### src/rtl/seq_align_pkg.sv
package seq_align_pkg;

  // Per-cycle strobes from control to the array.
  typedef struct packed {
    logic stepEn;    // a database symbol enters element 1 this cycle
    logic colStart;  // that symbol is column 1 of a new matrix
  } alnStrb_t;

endpackage

### src/rtl/seq_align_pe.sv
module seq_align_pe #(
  parameter int SYM_W    = 2,
  parameter int SCORE_W  = 16,
  parameter int MATCH_SC = 15,
  parameter int MISS_SC  = 12,
  parameter int GAP_SC   = 8
) (
  input  logic               clk,
  input  logic               rstN,
  input  logic               qryEn,
  input  logic [SYM_W-1:0]   qrySym,
  input  logic               inValid,
  input  logic               inStart,
  input  logic [SYM_W-1:0]   inSym,
  input  logic [SCORE_W-1:0] inUp,
  output logic               outValid,
  output logic               outStart,
  output logic [SYM_W-1:0]   outSym,
  output logic [SCORE_W-1:0] outScore
);

  logic [SYM_W-1:0]   qSym;
  logic [SCORE_W-1:0] diagR;   // M[i-1,j-1]
  logic [SCORE_W-1:0] leftR;   // M[i,j-1]
  logic [SCORE_W-1:0] bestScore;

  int diagI, leftI, upI, candI, bestI;

  always_comb begin
    diagI = inStart ? 0 : int'(diagR);
    leftI = inStart ? 0 : int'(leftR);
    upI   = int'(inUp);
    bestI = 0;
    candI = diagI + ((inSym == qSym) ? MATCH_SC : -MISS_SC);
    if (candI > bestI) bestI = candI;
    candI = leftI - GAP_SC;
    if (candI > bestI) bestI = candI;
    candI = upI - GAP_SC;
    if (candI > bestI) bestI = candI;
    bestScore = SCORE_W'(bestI);
  end

  always_ff @(posedge clk or negedge rstN) begin
    if (!rstN) begin
      qSym <= '0;
    end else if (qryEn) begin
      qSym <= qrySym;
    end
  end

  always_ff @(posedge clk or negedge rstN) begin
    if (!rstN) begin
      outValid <= 1'b0;
      outStart <= 1'b0;
      outSym   <= '0;
      outScore <= '0;
      diagR    <= '0;
      leftR    <= '0;
    end else begin
      outValid <= inValid;
      outStart <= inValid & inStart;
      if (inValid) begin
        outSym   <= inSym;
        outScore <= bestScore;
        diagR    <= inUp;
        leftR    <= bestScore;
      end
    end
  end

  // a cell is never more than one gap below its left neighbour
  a_r2_left_gap: assert property (@(posedge clk) disable iff (!rstN)
    (inValid && !inStart) |=> (int'(outScore) + GAP_SC >= int'($past(leftR))));

  // a cell is never more than one gap below its upper neighbour
  a_r2_up_gap: assert property (@(posedge clk) disable iff (!rstN)
    inValid |=> (int'(outScore) + GAP_SC >= int'($past(inUp))));

  // column 1 cells cannot exceed a single match
  a_r1_first_col: assert property (@(posedge clk) disable iff (!rstN)
    (inValid && inStart) |=> (int'(outScore) <= MATCH_SC));

  // bubbles leave the stored neighbours alone
  a_r6_hold: assert property (@(posedge clk) disable iff (!rstN)
    !inValid |=> ($stable(leftR) && $stable(diagR) && !outValid));

endmodule

### src/rtl/seq_align_ctrl.sv
module seq_align_ctrl
  import seq_align_pkg::*;
#(
  parameter int NUM_PE = 8,
  localparam int IDX_W = $clog2(NUM_PE)
) (
  input  logic             clk,
  input  logic             rstN,
  input  logic             dbValid,
  input  logic             dbLast,
  input  logic             qryWe,
  input  logic [IDX_W-1:0] qryIdx,
  output alnStrb_t         strb,
  output logic [NUM_PE-1:0] qryEn
);

  logic atStart;

  always_ff @(posedge clk or negedge rstN) begin
    if (!rstN) begin
      atStart <= 1'b1;
    end else if (dbValid) begin
      atStart <= dbLast;
    end
  end

  always_comb begin
    strb.stepEn   = dbValid;
    strb.colStart = dbValid & atStart;
  end

  for (genvar g = 0; g < NUM_PE; g++) begin : g_dec
    assign qryEn[g] = qryWe && (int'(qryIdx) == g);
  end

  // at most one row is written per cycle
  a_r8_one_row: assert property (@(posedge clk) disable iff (!rstN)
    $onehot0(qryEn));

  // after a closing symbol the next accepted one opens a new matrix
  a_r7_restart: assert property (@(posedge clk) disable iff (!rstN)
    (dbValid && dbLast) |=> (dbValid |-> strb.colStart));

  // a symbol that follows a non-closing one continues the matrix
  a_r7_continue: assert property (@(posedge clk) disable iff (!rstN)
    (dbValid && !dbLast) |=> !strb.colStart);

endmodule

### src/rtl/seq_align_array.sv
module seq_align_array
  import seq_align_pkg::*;
#(
  parameter int NUM_PE   = 8,
  parameter int SYM_W    = 2,
  parameter int SCORE_W  = 16,
  parameter int MATCH_SC = 15,
  parameter int MISS_SC  = 12,
  parameter int GAP_SC   = 8
) (
  input  logic               clk,
  input  logic               rstN,
  input  alnStrb_t           strb,
  input  logic [SYM_W-1:0]   dbSym,
  input  logic [NUM_PE-1:0]  qryEn,
  input  logic [SYM_W-1:0]   qrySym,
  output logic               resValid,
  output logic [SCORE_W-1:0] resScore
);

  // Index 0 is the array input; index k is the output of element k.
  logic               chValid [NUM_PE+1];
  logic               chStart [NUM_PE+1];
  logic [SYM_W-1:0]   chSym   [NUM_PE+1];
  logic [SCORE_W-1:0] chScore [NUM_PE+1];

  assign chValid[0] = strb.stepEn;
  assign chStart[0] = strb.colStart;
  assign chSym[0]   = dbSym;
  assign chScore[0] = '0;  // row 0 of the matrix

  for (genvar g = 0; g < NUM_PE; g++) begin : g_pe
    seq_align_pe #(
      .SYM_W(SYM_W), .SCORE_W(SCORE_W),
      .MATCH_SC(MATCH_SC), .MISS_SC(MISS_SC), .GAP_SC(GAP_SC)
    ) u_pe (
      .clk      (clk),
      .rstN     (rstN),
      .qryEn    (qryEn[g]),
      .qrySym   (qrySym),
      .inValid  (chValid[g]),
      .inStart  (chStart[g]),
      .inSym    (chSym[g]),
      .inUp     (chScore[g]),
      .outValid (chValid[g+1]),
      .outStart (chStart[g+1]),
      .outSym   (chSym[g+1]),
      .outScore (chScore[g+1])
    );
  end

  assign resValid = chValid[NUM_PE];
  assign resScore = chScore[NUM_PE];

endmodule

### src/rtl/seq_align_top.sv
module seq_align_top
  import seq_align_pkg::*;
#(
  parameter int NUM_PE   = 8,
  parameter int SYM_W    = 2,
  parameter int SCORE_W  = 16,
  parameter int MATCH_SC = 15,
  parameter int MISS_SC  = 12,
  parameter int GAP_SC   = 8,
  localparam int IDX_W   = $clog2(NUM_PE)
) (
  input  logic               clk,
  input  logic               rstN,
  input  logic               qryWe,
  input  logic [IDX_W-1:0]   qryIdx,
  input  logic [SYM_W-1:0]   qrySym,
  input  logic               dbValid,
  input  logic [SYM_W-1:0]   dbSym,
  input  logic               dbLast,
  output logic               resValid,
  output logic [SCORE_W-1:0] resScore
);

  alnStrb_t          strb;
  logic [NUM_PE-1:0] qryEn;

  seq_align_ctrl #(.NUM_PE(NUM_PE)) u_ctrl (
    .clk(clk), .rstN(rstN), .dbValid(dbValid), .dbLast(dbLast),
    .qryWe(qryWe), .qryIdx(qryIdx), .strb(strb), .qryEn(qryEn)
  );

  seq_align_array #(
    .NUM_PE(NUM_PE), .SYM_W(SYM_W), .SCORE_W(SCORE_W),
    .MATCH_SC(MATCH_SC), .MISS_SC(MISS_SC), .GAP_SC(GAP_SC)
  ) u_array (
    .clk(clk), .rstN(rstN), .strb(strb), .dbSym(dbSym),
    .qryEn(qryEn), .qrySym(qrySym),
    .resValid(resValid), .resScore(resScore)
  );

endmodule

### config.mk
export PLATFORM = sky130hd
export DESIGN_NAME = seq_align_top
export DESIGN_NICKNAME = d
export VERILOG_FILES = /design/src/rtl/seq_align_pkg.sv /design/src/rtl/seq_align_pe.sv /design/src/rtl/seq_align_ctrl.sv /design/src/rtl/seq_align_array.sv /design/src/rtl/seq_align_top.sv
export SDC_FILE = /design/constraint.sdc
export NUM_CORES = 2
export LEC_CHECK = 0
export ABC_AREA = 0
export BUFFER_PORTS_ARGS = -buffer_cell sky130_fd_sc_hd__buf_4
export CORE_ASPECT_RATIO = 1.25
export CORE_MARGIN = 5
export CORE_UTILIZATION = 30
export CTS_CLUSTER_DIAMETER = 200
export CTS_CLUSTER_SIZE = 20
export DETAILED_ROUTE_END_ITERATION = 6
export PLACE_DENSITY_LB_ADDON = 0.08
export SETUP_SLACK_MARGIN = 0.05
export SLEW_MARGIN = 40
export SYNTH_ARGS = -nofsm -noshare
export SYNTH_HDL_FRONTEND = slang
export SYNTH_HIERARCHICAL = 1
export SYNTH_SLANG_ARGS = --single-unit
### constraint.sdc
create_clock -name clk -period 13.22 [get_ports clk]
set_input_delay 0 -clock clk [delete_from_list [all_inputs] [get_ports clk]]
set_output_delay 0 -clock clk [all_outputs]
set_load 0.01 [all_outputs]
==> After elaboration in Yosys (flattened, before gate mapping) <==
Cells that the tools add are included.
{ "op_classes": {"reduce_logical": 9, "n_bitwise": 8, "addsub": 22, "mux": 47, "magnitude_cmp": 24, "n_eq_ne": 15} }
{ "op_table": {"columns": ["cell", "n"], "rows": [
  ["$mux W32", 24],
  ["$gt A17 B32 Y1", 15],
  ["$mux W16", 23],
  ["$gt A32 B1 Y1 const B", 8],
  ["$sub A16 B4 Y17 const B", 15],
  ["$add A32 B32 Y32", 7],
  ["$gt A4 B32 Y1 const A", 1],
  ["$eq A2 B2 Y1", 8],
  ["$eq A3 B3 Y1 const B", 4],
  ["$and A1 B1 Y1", 8],
  ["$logic_and A1 B1 Y1", 8],
  ["$eq A3 B2 Y1 const B", 2],
  ["$eq A3 B1 Y1 const B", 1],
  ["$logic_not A3 Y1", 1]
]} }
{ "totals": {"inputBits": 12, "reg_bits": 286, "output_inout_bits": 17, "elab_cells": 171} }

==> Logic depth before layout (Yosys ltp) <==
{ "logic_depth": {"word_depth": 9, "depth_mapped": 44, "depth_no_buf": 38} }

==> Hierarchy <==
The synthesis kept the hierarchy.
{ "by_module_without_submodules": {"columns": ["mod", "area_per_inst_um2", "cells_per_inst", "n_inst"], "rows": [
  ["seq_align_pe (u_array.g_pe[1].u_pe ...)", 5527.8, 720, 5],
  ["seq_align_pe (u_array.g_pe[0].u_pe)", 5948.2, 759, 1],
  ["seq_align_pe (u_array.g_pe[2].u_pe)", 5768.0, 734, 1],
  ["seq_align_pe (u_array.g_pe[3].u_pe)", 5190.0, 659, 1],
  ["seq_align_ctrl", 147.6, 12, 1],
  ["seq_align_array", 3.8, 1, 1]
]} }

==> Worst setup path after synthesis <==
No wires, ideal clock.
{ "synth_path": {"path_type": "register -> register", "from": "reg u_array.g_pe[0].u_pe.outStart", "to": "reg u_array.g_pe[1].u_pe.outScore[5]", "slack_ns": 3.478, "t_arrival_ns": 9.623, "path_stages_with_launch": 45, "period_less_slack_ns": 9.742, "cell_sequence": "dfrtp_1 > clkbuf_1 > clkbuf_1 > clkbuf_1 > clkbuf_1 > buf_1 > nor2b_1 > ha_1 > inv_1 > fa_1 > or3b_1 > a41oi_1 > o21ai_1 > a221oi_2 > mux2_2 > or4_1 > nor4_1 > o2111a_1 > (+9 left out) > o21ai_0 > o31a_1 > clkbuf_1 > buf_1 > buf_1 > a21boi_0 > ha_1 > a21o_1 > a21o_1 > a2111oi_0 > a2111oi_0 > nor3_1 > nor2_1 > a211oi_1 > clkbuf_1 > clkbuf_1 > a21oi_1 > and2_1"} }
{ "synth_via": {"elab_chain_cells": 8, "elab_cells_between_ends": 10, "classes_between": "add/sub (2); order compare (3); mux (5)"} }
{ "synth_rtl": {"columns": ["element", "line", "source"], "rows": [
  ["start, declared", "seq_align_pe.sv:17", "output logic outStart,"],
  ["start signal, assigned", "seq_align_pe.sv:61", "outStart <= inValid & inStart;"],
  ["$mux W16", "seq_align_pe.sv:30", "diagI = inStart ? 0 : int'(diagR);"],
  ["$add A32 B32 Y32", "seq_align_pe.sv:34", "candI = diagI + ((inSym == qSym) ? MATCH_SC : -MISS_SC);"],
  ["$gt A32 B1 Y1", "seq_align_pe.sv:35", "if (candI > bestI) bestI = candI;"],
  ["$mux W32", "seq_align_pe.sv:35", null],
  ["$gt A17 B32 Y1", "seq_align_pe.sv:37", "if (candI > bestI) bestI = candI;"],
  ["$mux W32 (*)", "seq_align_pe.sv:37", null],
  ["$gt A17 B32 Y1", "seq_align_pe.sv:39", "if (candI > bestI) bestI = candI;"],
  ["$mux W16 (*)", "seq_align_pe.sv:39", null],
  ["end signal, assigned", "seq_align_pe.sv:64", "outScore <= bestScore;"],
  ["end, declared", "seq_align_pe.sv:19", "output logic [SCORE_W-1:0] outScore"]
]} }
Mark *: on every way between the ends. The rest lies on a longest branch, timed or not.
A chain may end at the register's enable or synchronous reset.

==> Worst setup path in the final report <==
{ "layout_path": {"from": "reg u_array.g_pe[4].u_pe.outSym[1]", "to": "reg u_array.g_pe[5].u_pe.outScore[7]"} }
{ "layout_via": {"elab_chain_cells": 9} }
{ "layout_rtl": {"columns": ["element", "line", "source"], "rows": [
  ["start, declared", "seq_align_pe.sv:18", "output logic [SYM_W-1:0] outSym,"],
  ["start signal, assigned", "seq_align_pe.sv:63", "outSym <= inSym;"],
  ["$eq A2 B2 Y1 (*)", "seq_align_pe.sv:34", null],
  ["$mux W32 (*)", "seq_align_pe.sv:34", null],
  ["$add A32 B32 Y32 (*)", "seq_align_pe.sv:34", null],
  ["$gt A32 B1 Y1", "seq_align_pe.sv:35", null],
  ["$mux W32 (*)", "seq_align_pe.sv:35", null],
  ["$gt A17 B32 Y1", "seq_align_pe.sv:37", null],
  ["$mux W32 (*)", "seq_align_pe.sv:37", null],
  ["$gt A17 B32 Y1", "seq_align_pe.sv:39", null],
  ["$mux W16 (*)", "seq_align_pe.sv:39", null],
  ["end signal, assigned", "seq_align_pe.sv:64", null],
  ["end, declared", "seq_align_pe.sv:19", null]
]} }
Marked as above.

==> flow_metrics.tcl <==
set metrics [dict create \
    antenna_found_initial 0 \
    row_count 158 \
    fin_crit_ns 11.57 \
    top_signal_layer_used "met4" \
    path_clk_slew_ns 0.09 \
    dr_wl_met2_um 82700 \
    clock_tree.root_cell "sky130_fd_sc_hd__clkbuf_16" \
    mappedNetlistArea_sq_um 44600 \
    setup.worst_path.end_class "flip-flop" \
    synthToLayoutAreaGrowth_pct 6.99 \
    syn-mean-instance-area_sq_um 7.74 \
    timing_worst_setup_path_type "reg2reg" \
    finalCritPeriodShare_pct 87.5 \
    core_sq_um 148000 \
    holdCritPathClass "in2async" \
    numClockSinks 302 \
    mostFrequentLayoutCell "sky130_fd_sc_hd__nand2_1" \
    dr_total_vias 43100 \
    first_pass_iters 5 \
    cap_viol_max_count 0 \
    drtIter0Drc 2932 \
    synthesis.instances 5759 \
    grt_pass1_wl_um 251000 \
    floorplan.die_area_sq_um 157000 \
    layout.cells.most_common_list "648 x sky130_fd_sc_hd__nand2_1, 592 x sky130_fd_sc_hd__ha_1, 436 x sky130_fd_sc_hd__nor2_1, 301 x sky130_fd_sc_hd__dfrtp_1, 263 x sky130_fd_sc_hd__a21oi_1" \
    fin_skew_ns 0.0326 \
    initial_utilization_pct 30.1 \
    drt.antenna.violating_nets 0 \
    globalRouteTotalUtil_pct 19.8 \
    finalWirelength_um 161000 \
    drv_slew 0 \
    maxClockFrequency_ghz 0.0864 \
    grt_start_max_net_pins 65 \
    setup_viol 0 \
    cp_data_arrival_time_ns 12.03 \
    htree_num_levels 1 \
    crit_path_start_kind "flip-flop" \
    insertion_delay_ns 0.58 \
    post_cts_resize_count 0 \
    worstMarginPinSlew_ns 0.867 \
    met1_length_um 70700 \
    max-slew-margin-rel_pct 42.0 \
    die_w_um 355 \
    post-dp-hpwl_um 124000 \
    buffer_ports.inserted 28 \
    first_global_vias 42200 \
    filler_cell_count 15900 \
    critPathMaxStageDelay_ns 0.72 \
    worstPathBufferInverterCount 4 \
    drc 0 \
    cts_tree "yes" \
    timing.critical_path.required_ns 13.68 \
    nNetsFinal 6281 \
    numCtsBuffers 19 \
    ys_warn_count 6 \
    gpl.final_weighted_congestion 0.867 \
    final.setup.tns_ns 0 \
    die_y_um 441 \
    cpLargestDelayFamily "simple AND/OR/NAND/NOR gates" \
    vias_per_cell 5.68 \
    wl_met3_um 4050 \
    detail_route.wl_per_cell_um 21.2 \
    unrepaired_setup_endpoints_after_global_routing "no" \
    worstPathMaxFanout 34 \
    grt_overflow 0 \
    drive_above_1_share_pct 8.34 \
    design.portCount 29 \
    status "complete, no violations" \
    crit_path_top_delay_cell "sky130_fd_sc_hd__nor2_1" \
    timing_hold_violations_final 0 \
    cts_max_path_buffers 3 \
]
registers in the layout (all words and copies together), names as in the netlist:
signal                      cells
u_array/g_pe.u_pe/outValid      8
u_array/g_pe.u_pe/diagR       128
u_array/g_pe.u_pe/outStart      7
u_array/g_pe.u_pe/outScore    128
u_array/g_pe.u_pe/qSym         16
u_array/g_pe.u_pe/outSym       14
u_ctrl/atStart                  1
layout make-up:
cell class | count | area [sq um] | area share, %
clock buffer | 24 | 494 | 1.04
tap | 1920 | 2400 | 5.03
timing repair buffer | 141 | 1170 | 2.44
antenna | 3 | 7.51 | 0.0157
clock inverter | 2 | 23.8 | 0.0498
inverter | 227 | 852 | 1.79
multi-input combinational | 4978 | 35200 | 73.8
sequential | 302 | 7560 | 15.8
timing repair:
item,CTS,global route
hold endpoints to repair,167,0
setup buffers,0,0
hold buffers,12,0
layer usage:
layer,vias up,track usage [%]
met5,-,0
met4,0,4.38
met3,154,0.810
met2,816,37.3
met1,21000,25.0
li1,21200,-
through the flow:
stage / setup slack (ns) / instances / hold slack, ns / util (%) / instance area (sq um)
4_1_cts: 1.63 / 7592 / 0.00234 / 32.2 / 47700
3_5_place_dp: 1.67 / 7554 / -0.0839 / 31.7 / 47000
3_3_place_gp: 1.77 / 7548 / 0.0937 / 31.6 / 46900
6_report: 1.65 / 7597 / 0.0183 / 32.2 / 47700
2_1_floorplan: 3.48 / 5834 / -0.296 / - / 44900
5_1_grt: 0.724 / 7594 / 0.0459 / 32.2 / 47700
worst min-delay path, cell delays in order:
cell and delay, ns:
sky130_fd_sc_hd__dlygate4sd3_1 0.56, sky130_fd_sc_hd__buf_8 0.16, sky130_fd_sc_hd__buf_12 0.22
worst paths after layout:
kind | from | endpoint | slack [ns] | cells after the start
worst max-delay path | u_array/g_pe[4].u_pe/outSym[1] | u_array/g_pe[5].u_pe/outScore[7] | 1.65 | 39
worst min-delay path | rstN | u_array/g_pe[3].u_pe/diagR[9] | 0.02 | 3
worst max register to register | u_array/g_pe[4].u_pe/outSym[1] | u_array/g_pe[5].u_pe/outScore[7] | 1.65 | 39
worst min register to register | u_array/g_pe[6].u_pe/diagR[0] | u_array/g_pe[6].u_pe/diagR[0] | 0.51 | 1
max in group asynchronous | rstN | u_array/g_pe[1].u_pe/diagR[13] | 11.90 | 4
min in group clk | dbLast | u_ctrl/atStart | 0.21 | 3
Power is not shown: default switching activity piles up to over one toggle a cycle in this logic, so the estimate is an artifact.
